File: src/rtl/uftx_pkg.sv
package uftx_pkg;

    typedef enum logic [2:0] {
        ST_IDLE,
        ST_START,
        ST_DATA,
        ST_PARITY,
        ST_STOP,
        ST_STOP_EXT
    } tx_state_e;

    typedef struct packed {
        logic       par_even;
        logic       par_on;
        logic       stop_long;
        logic [1:0] wlen;
    } frame_cfg_t;

    function automatic frame_cfg_t decode_ctl(input logic [4:0] ctl);
        frame_cfg_t c;
        c.wlen      = ctl[1:0];
        c.stop_long = ctl[2];
        c.par_on    = ctl[3];
        c.par_even  = ctl[4];
        return c;
    endfunction

endpackage

File: src/rtl/uftx_cfg_latch.sv
module uftx_cfg_latch
    import uftx_pkg::*;
(
    input  logic       clk,
    input  logic       rst_n,
    input  logic       load,
    input  logic [4:0] ctl_in,
    output frame_cfg_t cfg_q
);

    // Reset value selects 5 data bits, one stop bit, no parity.
    always_ff @(posedge clk or negedge rst_n) begin
        if (!rst_n) begin
            cfg_q <= '0;
        end else if (load) begin
            cfg_q <= decode_ctl(ctl_in);
        end
    end

endmodule

File: src/rtl/uftx_bit_timer.sv
module uftx_bit_timer #(
    parameter int OVERSAMPLE = 16
) (
    input  logic clk,
    input  logic rst_n,
    input  logic clear,
    input  logic run,
    input  logic baud_tick,
    input  logic half,
    output logic bit_done
);

    localparam int CW = $clog2(OVERSAMPLE);
    localparam logic [CW-1:0] FULL_LAST = CW'(OVERSAMPLE - 1);
    localparam logic [CW-1:0] HALF_LAST = CW'(OVERSAMPLE / 2 - 1);

    logic [CW-1:0] cnt_q;
    logic [CW-1:0] last;

    always_comb begin
        last = half ? HALF_LAST : FULL_LAST;
    end

    always_comb begin
        bit_done = run && baud_tick && (cnt_q == last);
    end

    always_ff @(posedge clk or negedge rst_n) begin
        if (!rst_n) begin
            cnt_q <= '0;
        end else if (clear) begin
            cnt_q <= '0;
        end else if (run && baud_tick) begin
            if (cnt_q == last) begin
                cnt_q <= '0;
            end else begin
                cnt_q <= cnt_q + 1'b1;
            end
        end
    end

endmodule

File: src/rtl/uftx_shifter.sv
module uftx_shifter #(
    parameter int DATA_W = 8
) (
    input  logic              clk,
    input  logic              rst_n,
    input  logic              load,
    input  logic              shift,
    input  logic [DATA_W-1:0] data_in,
    input  logic [1:0]        wlen,
    input  logic              par_even,
    output logic              lsb,
    output logic              last_bit,
    output logic              par_bit
);

    localparam int MIN_W = DATA_W - 3;
    localparam int RW    = $clog2(DATA_W);

    logic [DATA_W-1:0] mask;
    logic [DATA_W-1:0] sh_q;
    logic [RW-1:0]     rem_q;
    logic              par_q;

    // Keep only the bits that belong to the selected length.
    for (genvar i = 0; i < DATA_W; i++) begin : g_mask
        assign mask[i] = (i < MIN_W + int'(wlen));
    end

    always_ff @(posedge clk or negedge rst_n) begin
        if (!rst_n) begin
            sh_q  <= '0;
            rem_q <= '0;
            par_q <= 1'b0;
        end else if (load) begin
            sh_q  <= data_in;
            rem_q <= RW'(MIN_W - 1) + RW'(wlen);
            par_q <= (^(data_in & mask)) ^ ~par_even;
        end else if (shift) begin
            sh_q  <= sh_q >> 1;
            rem_q <= rem_q - 1'b1;
        end
    end

    always_comb begin
        lsb      = sh_q[0];
        last_bit = (rem_q == '0);
        par_bit  = par_q;
    end

endmodule

File: src/rtl/uftx_frame_tx.sv
module uftx_frame_tx
    import uftx_pkg::*;
#(
    parameter int DATA_W     = 8,
    parameter int OVERSAMPLE = 16
) (
    input  logic              clk,
    input  logic              rst_n,
    input  logic              baud_tick,
    input  logic              wr_en,
    input  logic [DATA_W-1:0] wr_data,
    input  logic [4:0]        frame_ctl,
    output logic              tx_line,
    output logic              tx_idle
);

    tx_state_e  state_q, state_d;
    frame_cfg_t cfg;
    logic       load, shift, bit_done, half, run;
    logic       data_lsb, last_bit, par_bit;

    always_comb begin
        load  = (state_q == ST_IDLE) && wr_en;
        run   = (state_q != ST_IDLE);
        shift = (state_q == ST_DATA) && bit_done;
        half  = (state_q == ST_STOP_EXT) && (cfg.wlen == 2'b00);
    end

    uftx_cfg_latch u_cfg (
        .clk    (clk),
        .rst_n  (rst_n),
        .load   (load),
        .ctl_in (frame_ctl),
        .cfg_q  (cfg)
    );

    uftx_bit_timer #(.OVERSAMPLE(OVERSAMPLE)) u_timer (
        .clk       (clk),
        .rst_n     (rst_n),
        .clear     (load),
        .run       (run),
        .baud_tick (baud_tick),
        .half      (half),
        .bit_done  (bit_done)
    );

    uftx_shifter #(.DATA_W(DATA_W)) u_shift (
        .clk      (clk),
        .rst_n    (rst_n),
        .load     (load),
        .shift    (shift),
        .data_in  (wr_data),
        .wlen     (wr_en && state_q == ST_IDLE ? frame_ctl[1:0] : cfg.wlen),
        .par_even (frame_ctl[4]),
        .lsb      (data_lsb),
        .last_bit (last_bit),
        .par_bit  (par_bit)
    );

    // State register
    always_ff @(posedge clk or negedge rst_n) begin
        if (!rst_n) begin
            state_q <= ST_IDLE;
        end else begin
            state_q <= state_d;
        end
    end

    // Next-state logic
    always_comb begin
        state_d = state_q;
        unique case (state_q)
            ST_IDLE: begin
                if (wr_en) state_d = ST_START;
            end
            ST_START: begin
                if (bit_done) state_d = ST_DATA;
            end
            ST_DATA: begin
                if (bit_done && last_bit) begin
                    state_d = cfg.par_on ? ST_PARITY : ST_STOP;
                end
            end
            ST_PARITY: begin
                if (bit_done) state_d = ST_STOP;
            end
            ST_STOP: begin
                if (bit_done) state_d = cfg.stop_long ? ST_STOP_EXT : ST_IDLE;
            end
            ST_STOP_EXT: begin
                if (bit_done) state_d = ST_IDLE;
            end
            default: state_d = ST_IDLE;
        endcase
    end

    // Outputs
    always_comb begin
        tx_line = 1'b1;
        tx_idle = 1'b0;
        unique case (state_q)
            ST_IDLE:     begin tx_line = 1'b1; tx_idle = 1'b1; end
            ST_START:    tx_line = 1'b0;
            ST_DATA:     tx_line = data_lsb;
            ST_PARITY:   tx_line = par_bit;
            ST_STOP:     tx_line = 1'b1;
            ST_STOP_EXT: tx_line = 1'b1;
            default:     begin tx_line = 1'b1; tx_idle = 1'b1; end
        endcase
    end

endmodule

File: config.mk
export PLATFORM = sky130hd
export DESIGN_NAME = uftx_frame_tx
export DESIGN_NICKNAME = d
export VERILOG_FILES = /design/src/rtl/uftx_pkg.sv /design/src/rtl/uftx_cfg_latch.sv /design/src/rtl/uftx_bit_timer.sv /design/src/rtl/uftx_shifter.sv /design/src/rtl/uftx_frame_tx.sv
export SDC_FILE = /design/constraint.sdc
export NUM_CORES = 1
export LEC_CHECK = 0
export BUFFER_PORTS_ARGS = -buffer_cell sky130_fd_sc_hd__buf_2
export CAP_MARGIN = 40
export CORE_ASPECT_RATIO = 0.5
export CORE_MARGIN = 4
export CORE_UTILIZATION = 50
export DETAILED_ROUTE_END_ITERATION = 8
export PLACE_DENSITY = 0.71
export SYNTH_ARGS = -nofsm -noshare
export SYNTH_HDL_FRONTEND = slang
export SYNTH_HIERARCHICAL = 1
export SYNTH_SLANG_ARGS = --single-unit
File: constraint.sdc
create_clock -name clk -period 8.55 [get_ports clk]
set_input_delay 1.71 -clock clk [delete_from_list [all_inputs] [get_ports clk]]
set_output_delay 1.71 -clock clk [all_outputs]
set_load 0.01 [all_outputs]
==> impl_metrics.toml <==
[sta]
setup_slack_ns = 4.98
worstMarginPinSlew_ns = 0.623
finalSetupViolCount = 0
max_freq_mhz = 280
fin_crit_ns = 3.57
maxSlewHeadroom_pct = 58.5
final_hold_viol_count = 0
rsz0062_at_grt = "no"
skew_ns = 0.00288
post-route-period-util_pct = 41.8
finalMaxSlewViolations = 0
fin_setup_tns_ns = 0

[floorplanning]
die-area_sq_um = 3640
ios = 19
start_util_pct = 56.5
die_y_um = 44.7
core_region_area_sq_um = 2390
num_rows = 12
die_w_um = 81.5

[power]
power_leakage_uw = 0.000669
ir_drop_v = 0.000155
power_density_nw_per_um2 = 312

[worst_hold_path]
hold_class = "reg -> reg"

[place]
dp_hpwl_um = 1670
port-buffer-count = 18
place.gp.congestion = 0.738
pre_cts_ws_ns = 4.67

[clock_network]
cts_buffer_depth = 2
clock_latency_ns = 0.26
postCtsSetupBuffers = 0
clk_pin_slew_ns = 0.08
cts_max_level = 1
cts_sinks = 23
cts_tree = "built"
cts_resized = 0
cts_inserted_buffers = 3
cts-root-buf = "clkbuf_8"
cts_hold_buf = 0

[setup_path]
critPathMaxStageDelay_ns = 0.41
cp.required_ns = 8.71
critPathBufInv = 2
crit_family = "multiplexers"
critical_path_arrival_ns = 3.73
cp-end-kind = "flip-flop"
cpMaxStageDelayCell = "mux2_2"
worstSetupStartpointType = "primary input"
critPathKind = "in -> reg"
cp_cell_sequence = "buf_2, nor4b_4, buf_4, mux2_2, o21ai_0, xnor2_1, xnor3_1, mux2_4"
path_max_fanout = 34

[grt]
grt_pass1_wl_um = 4310
antenna_found_initial = 0
grt_start_max_net_pins = 35
grt_usage_pct = 15.5
grt_pass1_vias = 973
gr-total-overflow = 0

[detailed_routing]
routedWlPerCell_um = 12.7
antenna_left = 0
avgViaCountPerCell = 5.29
finalWirelength_um = 2370
vias = 990
first_iter_violations = 34
drc = 0
first_pass_iters = 4

[flow_run]
maxCapViolations = 0

[cells_and_area]
drive_gt1_share_pct = 24.3
antenna_cells = 0
layout.nets = 173
syn2layout_area_growth_pct = 10.9

[logic_synthesis]
netlist_area_sq_um = 1350
syn_avg_cell_area_sq_um = 9.99
syn-num-nets = 155
ys_warn_count = 6
syn_inst = 135

[run_status]
status = "complete, no violations"
[flip-flops by register name, indices dropped and copies added, names as in the netlist]
| name | count |
|---|---|
| u_shift/sh_q | 8 |
| u_cfg/cfg_q | 4 |
| u_timer/cnt_q | 4 |
| state_q | 3 |
| u_shift/rem_q | 3 |
| u_shift/par_bit | 1 |
[metrics by stage]
step	std cells	hold WS [ns]	power, uW	area [sq um]	util [%]
2_1_floorplan	135	0.463	362	1350	-
3_3_place_gp	183	0.486	398	1450	60.8
3_5_place_dp	183	0.487	402	1450	60.8
4_1_cts	187	0.518	472	1500	62.7
5_1_grt	187	0.544	513	1500	62.7
6_report	187	0.510	467	1500	62.7
[power by group]
group	internal, uW	total [uW]	switching, uW
Sequential	157	203	46.1
Clock	33.3	68.4	35.1
Combinational	99.6	195	95.8
Total	290	467	177
[area by class of cell]
cell class | instances | area [sq um]
well taps | 35 | 43.8
multi-input cells | 99 | 708
fillers | 205 | 891
clock buffers | 4 | 45.0
repair buffers | 19 | 97.6
flip-flops and latches | 23 | 576
inverters | 7 | 26.3
[layer usage]
layer / track usage [%] / wire, um
met4: 4.04 / 17
met3: 4.78 / 123
met5: 0 / 0
met1: 21.1 / 1240
met2: 24.4 / 996
[worst paths after layout]
path                            startpoint                to  slack [ns]  cells after the start
min in group asynchronous            rst_n   u_shift/sh_q[3]        1.41                      1
hold reg to reg            u_shift/sh_q[7]   u_shift/sh_q[7]        0.51                      1
setup / recovery                     wr_en   u_shift/par_bit        4.98                      8
hold / removal             u_shift/sh_q[7]   u_shift/sh_q[7]        0.51                      1
max in group asynchronous            rst_n  u_timer/cnt_q[3]        6.78                      1
setup reg to reg                state_q[1]   u_shift/sh_q[5]        5.60                      9
[worst register-to-register path, delay by kind of cell, from the launching register on]
kind            cells  cell delay [ns]
flops               1             0.51
xor+xnor            1             0.23
buf+inv             1             0.17
mux                 1             0.25
simple gates        5             1.56
compound gates      1             0.10
[layout by cell type, fill, tap and decap left out, types with 2 or more instances in the layout]
master and count:
and3_1 2, nand2_1 21, o21ai_0 16, a21oi_1 3, xor2_1 3, nor2b_1 2, mux2_2 6, nand3_1 4
inv_1 7, dfrtp_1 23, ha_1 3, xnor2_1 5, nor2_1 4, clkbuf_8 3, mux2i_1 7, buf_2 18
Note: power is estimated with default switching activity, not from simulation.
